$ cat config.mk
export PLATFORM = sky130hd
export DESIGN_NAME = blkxfer_seq
export DESIGN_NICKNAME = d
export VERILOG_FILES = /design/src/rtl/blkxfer_pkg.sv /design/src/rtl/blkxfer_popcnt.sv /design/src/rtl/blkxfer_lowpick.sv /design/src/rtl/blkxfer_addrcalc.sv /design/src/rtl/blkxfer_seq.sv
export SDC_FILE = /design/constraint.sdc
export NUM_CORES = 1
export LEC_CHECK = 0
export BUFFER_PORTS_ARGS = -buffer_cell sky130_fd_sc_hd__buf_2
export CORE_MARGIN = 10
export CORE_UTILIZATION = 40
export DETAILED_ROUTE_END_ITERATION = 8
export SYNTH_ARGS = -nofsm -noshare
export SYNTH_HDL_FRONTEND = slang
export SYNTH_HIERARCHICAL = 1
export SYNTH_SLANG_ARGS = --single-unit
$ cat constraint.sdc
create_clock -name clk -period 10.94 [get_ports clk]
set_clock_uncertainty 0.05 [all_clocks]
set_input_delay 2.735 -clock clk [delete_from_list [all_inputs] [get_ports clk]]
set_output_delay 2.735 -clock clk [all_outputs]
set_load 0.05 [all_outputs]
$ cat src/rtl/blkxfer_pkg.sv
package blkxfer_pkg;
  typedef enum logic [1:0] {
    MODE_INC_AFTER  = 2'b00,
    MODE_INC_BEFORE = 2'b01,
    MODE_DEC_AFTER  = 2'b10,
    MODE_DEC_BEFORE = 2'b11
  } xfer_mode_e;
endpackage

$ cat src/rtl/blkxfer_popcnt.sv
module blkxfer_popcnt #(
  parameter int N     = 16,
  parameter int CNT_W = $clog2(N + 1)
) (
  input  logic [N-1:0]     mask_i,
  output logic [CNT_W-1:0] cnt_o
);
  always_comb begin
    cnt_o = '0;
    for (int i = 0; i < N; i++) begin
      cnt_o = cnt_o + CNT_W'(mask_i[i]);
    end
  end
endmodule

$ cat src/rtl/blkxfer_lowpick.sv
module blkxfer_lowpick #(
  parameter int N     = 16,
  parameter int IDX_W = $clog2(N)
) (
  input  logic [N-1:0]     mask_i,
  output logic [IDX_W-1:0] idx_o,
  output logic [N-1:0]     rest_o
);
  // lowest set bit wins; scanning downward lets the last hit be the lowest
  always_comb begin
    idx_o = '0;
    for (int i = N - 1; i >= 0; i--) begin
      if (mask_i[i]) idx_o = IDX_W'(i);
    end
    rest_o = mask_i & (mask_i - N'(1));
  end
endmodule

$ cat src/rtl/blkxfer_addrcalc.sv
module blkxfer_addrcalc
  import blkxfer_pkg::*;
#(
  parameter int ADDR_W     = 32,
  parameter int CNT_W      = 5,
  parameter int WORD_SHIFT = 2
) (
  input  logic [ADDR_W-1:0] base_i,
  input  xfer_mode_e        mode_i,
  input  logic [CNT_W-1:0]  cnt_i,
  output logic [ADDR_W-1:0] first_o,
  output logic [ADDR_W-1:0] last_o,
  output logic [ADDR_W-1:0] wb_o
);
  localparam logic [ADDR_W-1:0] STEP = ADDR_W'(1) << WORD_SHIFT;

  logic [ADDR_W-1:0] span;

  always_comb begin
    span = ADDR_W'(cnt_i) << WORD_SHIFT;
    unique case (mode_i)
      MODE_INC_AFTER:  first_o = base_i;
      MODE_INC_BEFORE: first_o = base_i + STEP;
      MODE_DEC_AFTER:  first_o = base_i - span + STEP;
      default:         first_o = base_i - span;
    endcase
    if (mode_i == MODE_INC_AFTER || mode_i == MODE_INC_BEFORE) wb_o = base_i + span;
    else                                                        wb_o = base_i - span;
    last_o = first_o + span - STEP;
  end
endmodule

$ cat src/rtl/blkxfer_seq.sv
module blkxfer_seq
  import blkxfer_pkg::*;
#(
  parameter int ADDR_W     = 32,
  parameter int REG_N      = 16,
  parameter int WORD_SHIFT = 2
) (
  input  logic                     clk,
  input  logic                     rst,
  input  logic                     start_i,
  input  logic [ADDR_W-1:0]        base_i,
  input  logic [REG_N-1:0]         mask_i,
  input  logic [1:0]               mode_i,
  input  logic                     wb_en_i,
  output logic                     acc_valid_o,
  input  logic                     acc_ready_i,
  output logic [ADDR_W-1:0]        acc_addr_o,
  output logic [$clog2(REG_N)-1:0] acc_reg_o,
  output logic                     busy_o,
  output logic                     done_o,
  output logic                     wb_valid_o,
  output logic [ADDR_W-1:0]        wb_value_o
);
  localparam int IDX_W = $clog2(REG_N);
  localparam int CNT_W = $clog2(REG_N + 1);
  localparam logic [ADDR_W-1:0] STEP = ADDR_W'(1) << WORD_SHIFT;

  logic [CNT_W-1:0]  sel_cnt;
  logic [ADDR_W-1:0] calc_first, calc_last, calc_wb;
  logic [IDX_W-1:0]  new_idx, rem_idx;
  logic [REG_N-1:0]  new_rest, rem_rest;

  logic              busy_q, valid_q, empty_q, done_q, wbv_q, wbflag_q;
  logic [REG_N-1:0]  rem_q;
  logic [ADDR_W-1:0] addr_q, end_q, wbpend_q, wbout_q;
  logic [IDX_W-1:0]  idx_q;
  logic [CNT_W-1:0]  issued_q, expect_q;

  blkxfer_popcnt #(.N(REG_N), .CNT_W(CNT_W)) u_cnt (
    .mask_i(mask_i), .cnt_o(sel_cnt)
  );

  blkxfer_addrcalc #(.ADDR_W(ADDR_W), .CNT_W(CNT_W), .WORD_SHIFT(WORD_SHIFT)) u_calc (
    .base_i(base_i), .mode_i(xfer_mode_e'(mode_i)), .cnt_i(sel_cnt),
    .first_o(calc_first), .last_o(calc_last), .wb_o(calc_wb)
  );

  blkxfer_lowpick #(.N(REG_N), .IDX_W(IDX_W)) u_pick_new (
    .mask_i(mask_i), .idx_o(new_idx), .rest_o(new_rest)
  );

  blkxfer_lowpick #(.N(REG_N), .IDX_W(IDX_W)) u_pick_rem (
    .mask_i(rem_q), .idx_o(rem_idx), .rest_o(rem_rest)
  );

  logic accept, fire, final_beat;
  assign accept     = start_i && !busy_q;
  assign fire       = valid_q && acc_ready_i;
  assign final_beat = fire && (rem_q == '0);

  always_ff @(posedge clk) begin
    if (rst) begin
      busy_q   <= 1'b0;
      valid_q  <= 1'b0;
      empty_q  <= 1'b0;
      done_q   <= 1'b0;
      wbv_q    <= 1'b0;
      wbflag_q <= 1'b0;
      rem_q    <= '0;
      addr_q   <= '0;
      end_q    <= '0;
      wbpend_q <= '0;
      wbout_q  <= '0;
      idx_q    <= '0;
      issued_q <= '0;
      expect_q <= '0;
    end else begin
      done_q <= 1'b0;
      wbv_q  <= 1'b0;
      if (accept) begin
        busy_q   <= 1'b1;
        valid_q  <= (sel_cnt != '0);
        empty_q  <= (sel_cnt == '0);
        addr_q   <= calc_first;
        end_q    <= calc_last;
        idx_q    <= new_idx;
        rem_q    <= new_rest;
        wbpend_q <= calc_wb;
        wbflag_q <= wb_en_i;
        issued_q <= '0;
        expect_q <= sel_cnt;
      end else if (empty_q) begin
        empty_q <= 1'b0;
        busy_q  <= 1'b0;
        done_q  <= 1'b1;
      end else if (fire) begin
        issued_q <= issued_q + CNT_W'(1);
        if (rem_q == '0) begin
          valid_q <= 1'b0;
          busy_q  <= 1'b0;
          done_q  <= 1'b1;
          wbv_q   <= wbflag_q;
          if (wbflag_q) wbout_q <= wbpend_q;
        end else begin
          addr_q <= addr_q + STEP;
          idx_q  <= rem_idx;
          rem_q  <= rem_rest;
        end
      end
    end
  end

  assign acc_valid_o = valid_q;
  assign acc_addr_o  = addr_q;
  assign acc_reg_o   = idx_q;
  assign busy_o      = busy_q;
  assign done_o      = done_q;
  assign wb_valid_o  = wbv_q;
  assign wb_value_o  = wbout_q;

  // stalled access keeps address and index
  a_r9_hold_on_stall: assert property (@(posedge clk) disable iff (rst)
    acc_valid_o && !acc_ready_i |=> acc_valid_o && $stable(acc_addr_o) && $stable(acc_reg_o));

  // accepted non-final beat advances by one word and to a higher index
  a_r2_ascending_step: assert property (@(posedge clk) disable iff (rst)
    fire && (rem_q != '0) |=> acc_valid_o && (acc_addr_o == $past(acc_addr_o) + STEP)
                              && (acc_reg_o > $past(acc_reg_o)));

  // final beat lands on the end address latched at start
  a_r7_last_is_end: assert property (@(posedge clk) disable iff (rst)
    final_beat |-> acc_addr_o == end_q);

  // beats completed equal the mask population when done pulses
  a_r1_beat_count: assert property (@(posedge clk) disable iff (rst)
    done_o |-> issued_q == expect_q);

  // writeback enable only with done
  a_r6_wb_with_done: assert property (@(posedge clk) disable iff (rst)
    wb_valid_o |-> done_o);

  // busy only drops together with done
  a_r10_busy_until_done: assert property (@(posedge clk) disable iff (rst)
    $fell(busy_o) |-> done_o);

  // empty mask gives no access and done two edges after acceptance
  a_r8_empty_mask: assert property (@(posedge clk) disable iff (rst)
    accept && (mask_i == '0) |=> !acc_valid_o ##1 (done_o && !wb_valid_o && !acc_valid_o));
endmodule

==> results of run 1 <==
## layout make-up
type	count	area, um^2
multi-input cells	1064	6760
inverters	69	259
well taps	324	405
clock inverters	11	118
repair buffers	142	753
fillers	2487	13100
flip-flops and latches	122	2440
clock buffers	21	470
## per-layer routing
metal | track usage [%] | vias up
met1 | 27.9 | 4766
met2 | 32.5 | 331
met3 | 3.55 | 48
met4 | 6.84 | 0
met5 | 0 | -
li1 | - | 4877
## cells in the final DEF (no fill, tap or decap), types with 5 or more instances in the layout
cell type / instances
nand4b_1: 5
and2_1: 11
clkinv_2: 5
a211oi_1: 27
or2_2: 8
xnor2_1: 78
nand2_1: 244
buf_4: 17
a21oi_1: 97
a221oi_1: 9
nand4_1: 22
or4_1: 9
a31oi_1: 10
and3_1: 9
or3_1: 15
mux2i_1: 6
nor2b_1: 9
buf_2: 125
nor3_1: 49
a21o_1: 7
nand3_1: 36
dfxtp_1: 122
nor4_1: 21
o22ai_1: 6
o31ai_1: 5
clkbuf_16: 17
nor2_1: 130
a311oi_2: 20
or4_4: 7
o21ai_0: 29
fa_1: 12
a22oi_1: 7
o21a_1: 15
ha_1: 21
and4_1: 6
inv_1: 69
o31a_1: 7
xor2_1: 36
a311oi_1: 5
## stage by stage
stage	area [um^2]	util, %
global route	11200	46.1
floorplan	9910	-
CTS	11200	46.1
global placement	10600	43.7
detailed placement	10600	43.7
finish	11200	46.1
## power breakdown
group,switching (mW),internal [mW],leakage (nW)
logic,0.601,0.313,2.99
registers,0.0388,0.481,1.00
clock network,0.221,0.353,0.289
total,0.861,1.15,4.28
## registers in the layout (all words and copies together), names as in the netlist
register,flops
acc_addr_o,32
wb_valid_o,1
empty_q,1
done_o,1
rem_q,16
wbpend_q,32
busy_o,1
wbflag_q,1
acc_valid_o,1
wb_value_o,32
acc_reg_o,4
## how the worst max path moves through the flow
stage,from,endpoint,slack (ns)
floorplan,mask_i[0],acc_addr_o[28]$_SDFFE_PP0P_,1.81
global placement,mask_i[0],acc_addr_o[28]$_SDFFE_PP0P_,0.93
detailed placement,mask_i[0],acc_addr_o[28]$_SDFFE_PP0P_,0.83
CTS,mask_i[0],acc_addr_o[28]$_SDFFE_PP0P_,1.25
global route,mask_i[0],acc_addr_o[28]$_SDFFE_PP0P_,0.74
finish,mask_i[0],acc_addr_o[28]$_SDFFE_PP0P_,1.18
## worst register-to-register path, stage by stage (launching register included)
cell and delay, ns:
dfxtp_1 0.38, or4_1 0.64, nor4_2 0.41, and3b_1 0.99, nand2_1 0.15, a21oi_1 0.20
==> impl_metrics.py, run 1 <==
metrics = {
    "outcome": {
        "status": "completed",
    },
    "cts": {
        "post_cts_buffers": 0,
        "h-tree-depth": 4,
        "cts_hold_buf": 0,
        "cts_root_buf": "clkbuf_16",
        "cts_max_path_buffers": 2,
        "cts_tree": "done",
        "clock_sinks": 122,
        "cts-resized-gates": 0,
        "clock_latency_ns": 0.42,
        "cts.clk_slew.worst_paths_ns": 0.06,
        "cts_made_buffers": 17,
    },
    "critical_path": {
        "worstPathMaxFanout": 11,
        "rr_endpoint": "wb_value_o[21]$_SDFFE_PP0P_",
        "required_ns": 11.20,
        "rr_startpoint": "rem_q[0]$_SDFFE_PP0P_",
        "max_stage_delay_ns": 0.75,
        "reg2regPathDepth": 5,
        "cp.depth": 28,
        "ff2ff_setup_slack_ns": 8.05,
        "critPathTopFamily": "adder cells",
        "critPathBufInv": 5,
        "worst_setup_path_end_kind": "register",
        "cpMostUsedCell": "fa_1",
        "cp_slowest_cell": "nor3_1",
        "crit_type": "in2reg",
        "startpoint_type": "input pin",
        "arrival_ns": 10.01,
    },
    "cells_and_area": {
        "drive_gt1_share_pct": 16.8,
        "syn2layout_area_growth_pct": 13.2,
        "nets": 1504,
        "final_cells": 1753,
        "diodes": 0,
    },
    "floorplanning": {
        "fp.dieH_um": 177,
        "core_area_um2": 24300,
        "rows": 57,
        "dieArea_um2": 31500,
        "start_util_pct": 40.7,
        "die_w_um": 177,
        "io_pins": 127,
    },
    "sta": {
        "slew_viol_final": 0,
        "min_period_ns": 9.76,
        "setup_violations": 0,
        "worst_pin_slew_ns": 1.14,
        "rsz0062_at_grt": "no",
        "period_share_pct": 89.2,
        "hold_violations": 0,
        "whs_ns": 0.395,
        "setup_tns_ns": 0,
        "worst_slack_ns": 1.18,
        "max_freq_ghz": 0.103,
        "slew_headroom_pct": 24.1,
    },
    "pwr": {
        "p_leak_nw": 4.28,
        "ir_drop_uv": 137,
        "p_per_area_nw_per_um2": 179,
        "power.total_mw": 2.01,
    },
    "min_path": {
        "min_to": "wb_value_o[0]$_SDFFE_PP0P_",
        "holdPathStages": 2,
        "hold_path_class": "reg2reg",
        "min_from": "wb_value_o[0]$_SDFFE_PP0P_",
    },
    "placed_design": {
        "place_ws_ns": 0.826,
        "placed_cells": 1721,
        "dp_hpwl_mm": 24.3,
        "io_buffers": 126,
        "gp_congestion": 0.935,
    },
    "synthesis": {
        "synthCells": 1358,
        "synth.yosys.warnings": 6,
        "syn_area_um2": 9910,
        "avgSynthCellArea_um2": 7.30,
        "syn_nets": 1446,
    },
    "grt": {
        "grt_first_pass_wirelength_mm": 52.7,
        "grt_pass1_vias": 9452,
        "overflow": 0,
        "grt_max_degree": 87,
        "antenna_found_initial": 0,
        "grt_usage_pct": 20.6,
    },
    "drt": {
        "wl_met1_mm": 15.2,
        "drtAntennaViolNets": 0,
        "wl_mm": 33.0,
        "dr_wl_met2_mm": 15.2,
        "wl_met3_mm": 1.86,
        "vias": 10000,
        "vias_per_cell": 5.72,
        "routedWlPerCell_um": 18.8,
        "first_pass_iters": 5,
        "top_layer_used": "met4",
        "drc": 0,
        "drtIter0Drc": 1004,
    },
    "flow_run": {
        "maxCapViolations": 0,
    },
}
No activity file was read; power rests on OpenSTA's default activity.
==> run 2, diff against run 1 <==
--- a/config.mk
+++ b/config.mk
@@ -6,6 +6,7 @@
 export NUM_CORES = 1
 export LEC_CHECK = 0
 export BUFFER_PORTS_ARGS = -buffer_cell sky130_fd_sc_hd__buf_2
+export CORE_ASPECT_RATIO = 0.6
 export CORE_MARGIN = 10
 export CORE_UTILIZATION = 40
 export DETAILED_ROUTE_END_ITERATION = 8
==> run 2 against run 1 <==
Cell count is 0.11% lower. Largest cell class unchanged. Power is 0.84% higher. Flip-flop and latch count stayed put. Core utilization hardly changed. Critical path depth is 1 lower. Final area is 0.25% lower. Non-clock buffer count stayed put. Die area is 0.66% higher. Setup slack better by 0.19 ns. Fmax is 2.0% higher.
==> impl_metrics.py, run 2 (synthesis gave the netlist of run 1 again) <==
metrics = {
    "grt": {
        "grt_first_pass_wirelength_mm": 54.7,
        "grt_pass1_vias": 9269,
        "overflow": 0,
        "grt_usage_pct": 21.4,
        "grt_max_degree": 76,
        "antenna_found_initial": 0,
    },
    "sta": {
        "slew_viol_final": 0,
        "rsz0062_at_grt": "no",
        "max_freq_ghz": 0.105,
        "min_period_ns": 9.57,
        "period_share_pct": 87.5,
        "setup_tns_ns": 0,
        "worst_pin_slew_ns": 0.999,
        "setup_violations": 0,
        "hold_violations": 0,
        "worst_slack_ns": 1.37,
        "slew_headroom_pct": 33.2,
    },
    "cells_and_area": {
        "layout_common_cells": "244 x nand2_1, 130 x nor2_1, 125 x buf_2",
        "syn2layout_area_growth_pct": 12.9,
        "fillCellCount": 2533,
        "diodes": 0,
        "seq_area_um2": 2440,
        "multi_input_area_um2": 6770,
        "drive_gt1_share_pct": 16.7,
        "final_common_cell": "nand2_1",
        "nets": 1504,
    },
    "cts": {
        "cts-resized-gates": 0,
        "cts_root_buf": "clkbuf_16",
        "cts.clk_slew.worst_paths_ns": 0.06,
        "cts_hold_buf": 0,
        "clock_latency_ns": 0.43,
        "h-tree-depth": 4,
        "cts_tree": "done",
        "cts_max_path_buffers": 2,
        "cts_made_buffers": 17,
        "post_cts_buffers": 0,
        "clock_sinks": 122,
    },
    "outcome": {
        "status": "completed",
    },
    "drt": {
        "wl_mm": 35.2,
        "vias_per_cell": 5.81,
        "vias": 10200,
        "drtAntennaViolNets": 0,
        "first_pass_iters": 5,
        "drtIter0Drc": 1186,
        "dr_wl_met2_mm": 13.4,
        "top_layer_used": "met4",
        "routedWlPerCell_um": 20.1,
        "wl_met3_mm": 3.66,
        "drc": 0,
        "wl_met1_mm": 17.9,
    },
    "floorplanning": {
        "dieArea_um2": 31700,
        "core_area_um2": 24300,
        "die_w_um": 223,
        "rows": 44,
        "fp.dieH_um": 142,
        "io_pins": 127,
        "start_util_pct": 40.8,
    },
    "flow_run": {
        "maxCapViolations": 0,
    },
    "critical_path": {
        "ff2ff_setup_slack_ns": 8.05,
        "worst_setup_path_end_kind": "register",
        "worstPathMaxFanout": 10,
        "crit_type": "in2reg",
        "arrival_ns": 9.83,
        "startpoint_type": "input pin",
        "required_ns": 11.20,
    },
    "pwr": {
        "ir_drop_uv": 142,
        "p_leak_nw": 4.26,
        "p_per_area_nw_per_um2": 181,
    },
    "min_path": {
        "hold_path_class": "reg2reg",
    },
    "placed_design": {
        "place_ws_ns": 1.06,
        "dp_hpwl_mm": 26.2,
        "gp_congestion": 0.986,
        "io_buffers": 126,
    },
}
## run 2: cell types whose count changed in the layout (fill, tap and decap cells not counted)
cell	change
bufinv_16	-1
nor2b_4	+1
clkinv_2	-1
clkinvlp_4	+2
clkbuf_1	+1
inv_6	-1
clkbuf_8	-1
clkinv_4	+1
nor2b_2	-1
## run 2: layout make-up
type | count | area share, %
clock buffers | 21 | 4.12
clock inverters | 11 | 0.873
inverters | 69 | 2.32
multi-input cells | 1064 | 60.5
flip-flops and latches | 122 | 21.8
well taps | 322 | 3.60
repair buffers | 142 | 6.73
## run 2: per-stage QoR
stage	total power [mW]	hold slack (ns)	cells	util (%)	area, um^2
final	2.02	0.395	1751	46.1	11200
after global routing	2.15	0.413	1751	46.1	11200
after CTS	2.00	0.398	1751	46.1	11200
after detailed placement	1.46	0.391	1719	43.8	10600
after global placement	1.45	0.386	1719	43.8	10600
after floorplan	1.19	0.387	1358	-	9910
## run 2: per-layer routing
metal,global-route usage [%],vias up
met3,6.63,20
li1,-,4872
met5,0,-
met1,33.2,4853
met2,27.4,425
met4,4.11,0
## run 2: path summary, 6_finish.rpt
kind	startpoint	cells past startpoint	endpoint
max	mask_i[0]	27	acc_addr_o[28]$_SDFFE_PP0P_
min	wb_value_o[0]$_SDFFE_PP0P_	2	wb_value_o[0]$_SDFFE_PP0P_
min reg2reg	wb_value_o[0]$_SDFFE_PP0P_	2	wb_value_o[0]$_SDFFE_PP0P_
max reg2reg	acc_addr_o[6]$_SDFFE_PP0P_	5	acc_addr_o[29]$_SDFFE_PP0P_
## run 2: worst max-delay path: stages
cell,delay [ns]
buf_2,0.16
inv_1,0.08
fa_1,0.56
fa_1,0.45
fa_1,0.44
fa_1,0.58
inv_1,0.06
ha_1,0.29
a21o_1,0.19
a21oi_2,0.14
xnor2_1,0.20
inv_1,0.08
ha_1,0.43
a21oi_2,0.26
nor2b_1,0.18
a2111oi_0,0.61
o22ai_2,0.27
a211oi_2,0.46
nand3_1,0.37
a2111oi_0,0.43
a31oi_1,0.10
xnor2_1,0.15
a22o_1,0.18
o21a_1,0.16
nor2_1,0.09
nor2_1,0.06
o31a_1,0.14
## run 2: power breakdown
group          internal [mW]  switching [mW]
Sequential             0.481          0.0420
Combinational          0.312           0.649
Clock                  0.323           0.217
Total                   1.12           0.909
==> run 3, diff against run 2 <==
--- a/config.mk
+++ b/config.mk
@@ -5,6 +5,7 @@
 export SDC_FILE = /design/constraint.sdc
 export NUM_CORES = 1
 export LEC_CHECK = 0
+export ABC_AREA = 1
 export BUFFER_PORTS_ARGS = -buffer_cell sky130_fd_sc_hd__buf_2
 export CORE_ASPECT_RATIO = 0.6
 export CORE_MARGIN = 10
==> run 3 against run 2 <==
Synthesized cell count increased by 41%. Worst hold slack hardly changed. Power grew 7.4%. Setup slack improved by 0.52 ns. First-iteration DRC count is 21% higher. Combinational power is 10% higher.
==> impl_metrics.py, run 3 <==
metrics = {
    "floorplanning": {
        "core_area_um2": 27500,
        "die_w_um": 235,
        "start_util_pct": 40.5,
        "dieArea_um2": 35200,
        "io_pins": 127,
        "fp.dieH_um": 149,
        "rows": 47,
    },
    "drt": {
        "drtAntennaViolNets": 0,
        "first_pass_iters": 6,
        "vias_per_cell": 5.31,
        "wl_mm": 40.0,
        "routedWlPerCell_um": 17.0,
        "vias": 12500,
        "drtIter0Drc": 1436,
        "drc": 0,
    },
    "cells_and_area": {
        "fin_area_um2": 12500,
        "drive_gt1_share_pct": 15.0,
        "layout_common_cells": "588 x nand2_1, 217 x nand3_1, 217 x nor2_1",
        "final_common_cell": "nand2_1",
        "syn2layout_area_growth_pct": 11.9,
        "nets": 2063,
        "diodes": 0,
    },
    "cts": {
        "cts_tree": "done",
        "cts_root_buf": "clkbuf_16",
        "h-tree-depth": 4,
        "cts.clk_slew.worst_paths_ns": 0.06,
        "clock_latency_ns": 0.42,
        "cts_made_buffers": 17,
        "cts-resized-gates": 0,
        "cts_hold_buf": 0,
        "clock_sinks": 122,
        "post_cts_buffers": 0,
        "cts_max_path_buffers": 2,
    },
    "critical_path": {
        "worst_setup_path_end_kind": "register",
        "cpMostUsedCell": "inv_1",
        "worstPathMaxFanout": 9,
        "cp_slowest_cell": "fa_1",
        "startpoint_type": "input pin",
        "crit_type": "in2reg",
        "max_stage_delay_ns": 0.56,
        "arrival_ns": 9.35,
        "required_ns": 11.24,
        "ff2ff_setup_slack_ns": 8.19,
    },
    "grt": {
        "grt_pass1_vias": 11100,
        "antenna_found_initial": 0,
        "grt_first_pass_wirelength_mm": 63.3,
        "grt_usage_pct": 22.2,
        "grt_max_degree": 70,
        "overflow": 0,
    },
    "sta": {
        "max_freq_ghz": 0.110,
        "slew_viol_final": 0,
        "min_period_ns": 9.05,
        "rsz0062_at_grt": "no",
        "slew_headroom_pct": 21.7,
        "worst_slack_ns": 1.89,
        "setup_tns_ns": 0,
        "period_share_pct": 82.7,
        "hold_violations": 0,
        "worst_pin_slew_ns": 1.17,
        "setup_violations": 0,
    },
    "outcome": {
        "status": "completed",
    },
    "pwr": {
        "p_int_mw": 1.16,
        "ir_drop_uv": 112,
        "swShare_pct": 46.4,
        "combPwrFrac_pct": 48.7,
        "pwr-share-clk_pct": 26.4,
        "p_leak_nw": 5.85,
        "p_sw_mw": 1.01,
        "p_seq_share_pct": 25.0,
        "p_per_area_nw_per_um2": 174,
        "power.total_mw": 2.17,
    },
    "placed_design": {
        "dp_hpwl_mm": 30.7,
        "io_buffers": 126,
        "gp_congestion": 0.950,
        "place_area_um2": 11900,
        "place_ws_ns": 1.57,
    },
    "min_path": {
        "hold_path_class": "reg2reg",
    },
    "synthesis": {
        "synth.yosys.warnings": 6,
        "avgSynthCellArea_um2": 5.84,
        "syn_area_um2": 11100,
        "synthCells": 1908,
        "syn_nets": 1996,
    },
    "flow_run": {
        "maxCapViolations": 0,
    },
}
[run 3: power groups by stage]
stage          Sequential (mW)  Combinational (mW)  Clock, mW
2_1_floorplan            0.604               0.732          0
4_1_cts                  0.541                1.04      0.583
6_report                 0.543                1.06      0.573
3_3_place_gp             0.550                1.03          0
3_5_place_dp             0.551                1.03          0
5_1_grt                  0.550                1.17      0.602
[run 3: final timing paths]
| check | start | to | cells after the start |
|---|---|---|---|
| setup / recovery | mask_i[0] | acc_addr_o[29]$_SDFFE_PP0P_ | 41 |
| hold / removal | wbpend_q[31]$_SDFFE_PP0P_ | wbpend_q[31]$_SDFFE_PP0P_ | 2 |
| setup reg to reg | rem_q[6]$_SDFFE_PP0P_ | wb_value_o[1]$_SDFFE_PP0P_ | 9 |
| hold reg to reg | wbpend_q[31]$_SDFFE_PP0P_ | wbpend_q[31]$_SDFFE_PP0P_ | 2 |
[run 3: final cells by class]
class | instances | area (um^2)
Sequential cell | 122 | 2440
Clock inverter | 9 | 114
Tap cell | 367 | 459
Clock buffer | 22 | 474
Timing Repair Buffer | 143 | 758
Fill cell | 2994 | 15000
Multi-Input combinational cell | 1472 | 7400
Inverter | 219 | 822
[run 3: critical path, delay by kind of cell]
family	cells	cell delay, ns
adders and majority gates	7	3.06
and+or+nand+nor	17	1.86
buffers and inverters	12	0.93
AOI/OAI and AO/OA	4	0.54
xor gates and xnor gates	1	0.21
[run 3: metrics by stage]
step	cells	hold slack, ns	util [%]
detailed placement	2323	0.383	43.2
global placement	2323	0.374	43.2
global route	2354	0.413	45.3
floorplan	1908	0.369	-
CTS	2354	0.397	45.3
finish	2354	0.395	45.3
[run 3: routing by layer]
layer / GRT usage (%) / share of wire [%] / vias up
met3: 4.82 / 9.5 / 26
met2: 29.2 / 37 / 518
li1: - / - / 6226
met1: 35.1 / 52 / 5735
met4: 4.09 / 1.0 / 0
met5: 0 / 0 / -
